**src/rtl/emu_break_pkg.sv**
```systemverilog
// Shared types for the break/steering controller.
// Assumes: two-bit mode encoding; the encoding is visible on mode_o.
package emu_break_pkg;
    typedef enum logic [1:0] {
        MODE_RUN  = 2'b00,
        MODE_PEND = 2'b01,
        MODE_DBG  = 2'b10
    } emu_mode_e;

    localparam int unsigned NUM_BRK_SRC = 3;
endpackage

```
**src/rtl/brk_arbiter.sv**
```systemverilog
// Fixed-priority break arbiter: bit 0 has the highest priority.
// It records the accepted source and a sticky flag for requests made while
// no break can be accepted.
// Assumes: the requests are synchronous to clk; accept_en_i is high only in run mode.
module brk_arbiter #(
    parameter int unsigned NSRC = 3
) (
    input  logic            clk,
    input  logic            rst_n,
    input  logic [NSRC-1:0] req_i,
    input  logic            accept_en_i,
    output logic            take_o,
    output logic [NSRC-1:0] src_q_o,
    output logic            ovf_o
);
    logic [NSRC:0]   seen;
    logic [NSRC-1:0] grant;

    assign seen[0] = 1'b0;
    // priority chain: each request is granted only if no lower index requests
    for (genvar gi = 0; gi < NSRC; gi++) begin : g_prio
        assign grant[gi]  = req_i[gi] & ~seen[gi];
        assign seen[gi+1] = seen[gi] | req_i[gi];
    end

    assign take_o = seen[NSRC] & accept_en_i;

    // capture the winning source on each accepted break
    always_ff @(posedge clk) begin
        if (!rst_n)      src_q_o <= '0;
        else if (take_o) src_q_o <= grant;
    end

    // sticky flag for requests that arrive while a break is in progress
    always_ff @(posedge clk) begin
        if (!rst_n)                          ovf_o <= 1'b0;
        else if (seen[NSRC] && !accept_en_i) ovf_o <= 1'b1;
    end

    assert_ovf_sticky_R9: assert property (@(posedge clk) disable iff (!rst_n)
        ovf_o |=> ovf_o);
    assert_src_onehot_R10: assert property (@(posedge clk) disable iff (!rst_n)
        $onehot0(src_q_o));
    assert_src_hold_R9: assert property (@(posedge clk) disable iff (!rst_n)
        !accept_en_i |=> $stable(src_q_o));
endmodule

```
**src/rtl/mode_fsm.sv**
```systemverilog
// Mode sequencer: run -> break pending (NMI pulse) -> debug -> run.
// The pending state lasts exactly NMI_HOLD cycles.
// Assumes: NMI_HOLD >= 1; resume_i is a strobe from the debug kernel.
module mode_fsm
    import emu_break_pkg::*;
#(
    parameter int unsigned NMI_HOLD = 4
) (
    input  logic      clk,
    input  logic      rst_n,
    input  logic      take_i,
    input  logic      resume_i,
    output emu_mode_e mode_o,
    output logic      pulse_o
);
    localparam int unsigned CW = (NMI_HOLD < 2) ? 1 : $clog2(NMI_HOLD);
    localparam logic [CW-1:0] LAST = CW'(NMI_HOLD - 1);

    emu_mode_e     mode_q, mode_d;
    logic [CW-1:0] cnt_q;

    // next-state selection
    always_comb begin
        mode_d = mode_q;
        unique case (mode_q)
            MODE_RUN:  if (take_i)        mode_d = MODE_PEND;
            MODE_PEND: if (cnt_q == LAST) mode_d = MODE_DBG;
            MODE_DBG:  if (resume_i)      mode_d = MODE_RUN;
            default:                      mode_d = MODE_RUN;
        endcase
    end

    // state register
    always_ff @(posedge clk) begin
        if (!rst_n) mode_q <= MODE_RUN;
        else        mode_q <= mode_d;
    end

    // pulse-length counter, cleared outside the pending state
    always_ff @(posedge clk) begin
        if (!rst_n)                  cnt_q <= '0;
        else if (mode_q == MODE_PEND) cnt_q <= cnt_q + 1'b1;
        else                         cnt_q <= '0;
    end

    assign mode_o  = mode_q;
    assign pulse_o = (mode_q == MODE_PEND);

    assert_enter_pend_R2: assert property (@(posedge clk) disable iff (!rst_n)
        (mode_q == MODE_RUN && take_i) |=> mode_q == MODE_PEND);
    assert_hold_bound_R3: assert property (@(posedge clk) disable iff (!rst_n)
        (mode_q == MODE_PEND) |-> (int'(cnt_q) < NMI_HOLD));
    assert_resume_R8: assert property (@(posedge clk) disable iff (!rst_n)
        (mode_q == MODE_DBG && resume_i) |=> mode_q == MODE_RUN);
    assert_no_skip_R3: assert property (@(posedge clk) disable iff (!rst_n)
        (mode_q == MODE_RUN) |=> mode_q != MODE_DBG);
endmodule

```
**src/rtl/mem_steer.sv**
```systemverilog
// NMI gating and memory steering. In run mode the target buffers are on and
// the target NMI passes through. Out of run mode the buffers are off and
// accesses are decoded into shadow ROM (below ROM_LIMIT, read only) and
// shadow RAM.
// Assumes: ROM_LIMIT fits within ADDR_W bits; clk/rst_n serve the checks only.
module mem_steer #(
    parameter int unsigned ADDR_W    = 16,
    parameter int unsigned ROM_LIMIT = 16'h4000
) (
    input  logic              clk,
    input  logic              rst_n,
    input  logic              shadow_i,
    input  logic              pulse_i,
    input  logic              tgt_nmi_i,
    input  logic [ADDR_W-1:0] addr_i,
    input  logic              rd_i,
    input  logic              wr_i,
    output logic              nmi_o,
    output logic              tgt_buf_en_o,
    output logic              rom_cs_o,
    output logic              ram_cs_o,
    output logic              ram_we_o
);
    localparam logic [ADDR_W-1:0] LIMIT = ADDR_W'(ROM_LIMIT);

    logic in_rom;

    // NMI: local pulse, or target NMI only while running user code
    always_comb nmi_o = pulse_i | (~shadow_i & tgt_nmi_i);

    // region decode and select generation
    always_comb begin
        in_rom       = (addr_i < LIMIT);
        tgt_buf_en_o = ~shadow_i;
        rom_cs_o     = shadow_i & rd_i & in_rom;
        ram_cs_o     = shadow_i & (rd_i | wr_i) & ~in_rom;
        ram_we_o     = shadow_i & wr_i & ~in_rom;
    end

    assert_buf_off_R2: assert property (@(posedge clk) disable iff (!rst_n)
        pulse_i |-> !tgt_buf_en_o);
    assert_nmi_masked_R4: assert property (@(posedge clk) disable iff (!rst_n)
        (shadow_i && !pulse_i) |-> !nmi_o);
    assert_cs_exclusive_R5: assert property (@(posedge clk) disable iff (!rst_n)
        $onehot0({rom_cs_o, ram_cs_o}));
    assert_rom_no_write_R6: assert property (@(posedge clk) disable iff (!rst_n)
        wr_i |-> !rom_cs_o);
    assert_run_no_shadow_R7: assert property (@(posedge clk) disable iff (!rst_n)
        !shadow_i |-> !(rom_cs_o || ram_cs_o || ram_we_o));
endmodule

```
**src/rtl/emu_break_ctrl.sv**
```systemverilog
// Top level: break arbitration, mode sequencing and memory steering for an
// emulation processor.
// Assumes: all inputs are synchronous to clk; resume_i comes from the debug kernel.
module emu_break_ctrl
    import emu_break_pkg::*;
#(
    parameter int unsigned ADDR_W    = 16,
    parameter int unsigned ROM_LIMIT = 16'h4000,
    parameter int unsigned NMI_HOLD  = 4
) (
    input  logic              clk,
    input  logic              rst_n,
    input  logic              host_brk_i,
    input  logic              trig_brk_i,
    input  logic              uart_rx_irq_i,
    input  logic              resume_i,
    input  logic              tgt_nmi_i,
    input  logic [ADDR_W-1:0] cpu_addr_i,
    input  logic              cpu_rd_i,
    input  logic              cpu_wr_i,
    output logic              nmi_o,
    output logic              tgt_buf_en_o,
    output logic              shd_rom_cs_o,
    output logic              shd_ram_cs_o,
    output logic              shd_ram_we_o,
    output logic [1:0]        mode_o,
    output logic [2:0]        brk_src_o,
    output logic              ovf_o
);
    emu_mode_e                mode;
    logic                     take;
    logic                     pulse;
    logic                     shadow;
    logic [NUM_BRK_SRC-1:0]   req;
    logic [NUM_BRK_SRC-1:0]   src_q;

    assign req    = {uart_rx_irq_i, trig_brk_i, host_brk_i};
    assign shadow = (mode != MODE_RUN);

    brk_arbiter #(.NSRC(NUM_BRK_SRC)) u_arb (
        .clk         (clk),
        .rst_n       (rst_n),
        .req_i       (req),
        .accept_en_i (~shadow),
        .take_o      (take),
        .src_q_o     (src_q),
        .ovf_o       (ovf_o)
    );

    mode_fsm #(.NMI_HOLD(NMI_HOLD)) u_fsm (
        .clk      (clk),
        .rst_n    (rst_n),
        .take_i   (take),
        .resume_i (resume_i),
        .mode_o   (mode),
        .pulse_o  (pulse)
    );

    mem_steer #(.ADDR_W(ADDR_W), .ROM_LIMIT(ROM_LIMIT)) u_steer (
        .clk          (clk),
        .rst_n        (rst_n),
        .shadow_i     (shadow),
        .pulse_i      (pulse),
        .tgt_nmi_i    (tgt_nmi_i),
        .addr_i       (cpu_addr_i),
        .rd_i         (cpu_rd_i),
        .wr_i         (cpu_wr_i),
        .nmi_o        (nmi_o),
        .tgt_buf_en_o (tgt_buf_en_o),
        .rom_cs_o     (shd_rom_cs_o),
        .ram_cs_o     (shd_ram_cs_o),
        .ram_we_o     (shd_ram_we_o)
    );

    assign mode_o    = mode;
    assign brk_src_o = src_q;

    assert_run_passthru_R1: assert property (@(posedge clk) disable iff (!rst_n)
        (mode_o == 2'b00) |-> (nmi_o == tgt_nmi_i && tgt_buf_en_o));
    assert_no_overflow_R9: assert property (@(posedge clk) disable iff (!rst_n)
        (mode_o == 2'b10 && !resume_i) |=> mode_o == 2'b10);
endmodule

```
**config.mk**
```make
export PLATFORM = sky130hd
export DESIGN_NAME = emu_break_ctrl
export DESIGN_NICKNAME = d
export VERILOG_FILES = /design/src/rtl/emu_break_pkg.sv /design/src/rtl/brk_arbiter.sv /design/src/rtl/mode_fsm.sv /design/src/rtl/mem_steer.sv /design/src/rtl/emu_break_ctrl.sv
export SDC_FILE = /design/constraint.sdc
export NUM_CORES = 1
export LEC_CHECK = 0
export ABC_AREA = 1
export CAP_MARGIN = 20
export CORE_AREA = 2 2 39 41
export DETAILED_ROUTE_END_ITERATION = 10
export DIE_AREA = 0 0 41 43
export PLACE_DENSITY = 0.73
export RECOVER_POWER = 100
export SYNTH_ARGS = -nofsm -noshare
export SYNTH_HDL_FRONTEND = slang
export SYNTH_SLANG_ARGS = --single-unit
```
**constraint.sdc**
```tcl
create_clock -name clk -period 2.4 [get_ports clk]
set_clock_uncertainty 0.1 [all_clocks]
set_input_delay 0.36 -clock clk [delete_from_list [all_inputs] [get_ports clk]]
set_output_delay 0.36 -clock clk [all_outputs]
set_load 0.05 [all_outputs]
```
==> flow_summary.ini <==
[clock_tree]
cts.htree.levels = 1
cts-root-buf = clkbuf_4
cts.repair.resized = 0
cts_setup_buffers = 0
cts_tree = yes
clkSinkCount = 8
cts.clk_slew.worst_paths_ps = 60
cts_hold_buf = 0
cts_buffers = 3
clk_latency_ps = 250
clockBufferDepth = 2

[placement]
placed_area_sq_um = 577
dp_hpwl_um = 596
dp_slack_ps = 567
portBuffers = 21
gp_congestion = 0.676
dp_cells = 83

[synthesis]
synth_fp_nets = 72
syn_avg_cell_area_sq_um = 7.37
ys_warn_count = 0
yosysUniqueCellTypes = 12
ys_ff_latch = 8
yosysSeqAreaShare_pct = 47.2
synth_cells = 46
synth_area_sq_um = 339

[final_layout]
fillers = 152
mostFrequentLayoutCells = 10 x nor2_1, 9 x nand2_1, 9 x dlygate4sd3_1, 8 x clkdlybuf4s50_1, 8 x dfxtp_1
fin_cells = 86
area_delta_synth_final_pct = 68.6
design_area_sq_um = 572
diodes = 0
drive_gt1_share_pct = 8.57
layout.nets = 98
final_common_cell = nor2_1

[timing]
final_hold_viol_count = 0
rsz0062_at_grt = no
fin_setup_tns_ps = 0
holdWs_ps = 324
setup_viol = 0
slew_headroom_pct = 60.1
final.period_utilization_pct = 90.1
tightest_slew_ps = 601
period_needed_ps = 2160
fmax_mhz = 463
maxSlewViolCount = 0
worst_slack_ps = 239

[detailed_routing]
m1WireLength_um = 393
vias_per_cell = 4.20
wl_met3_um = 73
drtIter0Drc = 3
drc = 0
detail-route-antenna-nets = 0
wl_met2_um = 306
wl_per_cell_um = 8.99
first_pass_iters = 4
num_vias = 361
totalWireLength_um = 773
routed.top_layer = met3

[worst_hold_path]
hold_depth = 1
hp-class = reg -> reg
hold_end = u_fsm.cnt_q[0]
worstHoldStart = u_fsm.cnt_q[0]

[global_routing]
grt_usage_pct = 10.2
grt_overflow_total = 0
grt_max_degree = 7
antenna_found_initial = 0
grt_pass1_wl_mm = 1.22
grt_pass1_vias = 319

[setup_path]
arrival_ps = 1700
rrSetupSlack_ps = 1370
crit_fanout = 6
reg2reg_depth = 4
required_ps = 1940
worstReg2RegStart = u_fsm.mode_o[1]
cp-start-kind = register
reg2reg_to = u_arb.ovf_o
worst_setup_path_end_kind = primary output
crit_type = reg -> out

[pwr]
powerDensity_nw_per_um2 = 613
p_leak_nw = 0.255
ir_drop_mv = 0.270

[floorplanning]
die-height_um = 43
die_w_um = 41
rows = 14
dieArea_sq_um = 1760
core_area_sq_um = 1380
initial_core_util_pct = 24.5
num_io_pins = 36

[status]
status = completed

[job]
max-cap-violations = 0
-- how the worst max path moves through the flow --
stage                         start           end  slack, ps  depth (start not counted)
floorplan           u_fsm.mode_o[1]  shd_ram_cs_o         40                          4
global placement    u_fsm.mode_o[1]  tgt_buf_en_o        580                          2
detailed placement  u_fsm.mode_o[1]  tgt_buf_en_o        570                          2
CTS                 u_fsm.mode_o[1]  tgt_buf_en_o        290                          2
finish              u_fsm.mode_o[1]  tgt_buf_en_o        240                          2
global route        u_fsm.mode_o[1]  tgt_buf_en_o        180                          2
-- metrics by stage --
stage	util, %	power [mW]
global route	41.3	0.374
CTS	43.3	0.369
global placement	41.7	0.265
floorplan	-	0.217
finish	41.3	0.350
detailed placement	41.7	0.266
-- synthesized netlist by cell type --
cell | instances | area, sq um
o22ai_1 | 1 | 6.26
a21oi_1 | 6 | 30.0
dfxtp_1 | 8 | 160
inv_2 | 1 | 3.75
ha_1 | 1 | 12.5
o21ai_0 | 1 | 5.00
nor2_4 | 1 | 11.3
nand2_1 | 9 | 33.8
inv_1 | 5 | 18.8
nor3_1 | 1 | 5.00
nand3b_1 | 2 | 15.0
nor2_1 | 10 | 37.5
-- per-layer routing --
layer	up-vias	GRT usage (%)
met5	-	0
met1	150	13.7
li1	198	-
met2	13	13.4
met3	0	5.24
met4	0	4.00
-- cell families after synthesis --
family / synth area share (%)
AOI/OAI and AO/OA: 12.2
and+or+nand+nor: 30.3
adders and majority gates: 3.69
DFF: 47.2
buffers and inverters: 6.64
-- cell type report --
class	count	area (sq um)	area share, %
Tap cell	16	20.0	3.50
Timing Repair Buffer	21	185	32.4
Clock buffer	3	22.5	3.94
Multi-Input combinational cell	32	161	28.2
Sequential cell	8	160	28.0
Inverter	6	22.5	3.94
-- registers in the layout, summed over array words and instances, names as in the netlist --
name and flops:
u_arb.ovf_o 1, u_arb.src_q_o 3, u_fsm.mode_o 2, u_fsm.cnt_q 2
-- critical path, stage by stage (launching register included) --
cell	delay, ps
dfxtp_1	360
nor2_4	200
dlygate4sd3_1	890
-- power by group --
part | switching (mW) | internal (mW)
logic | 0.0694 | 0.0353
clock network | 0.0425 | 0.0570
registers | 0.00506 | 0.141
(Power assumes the default switching activity.)
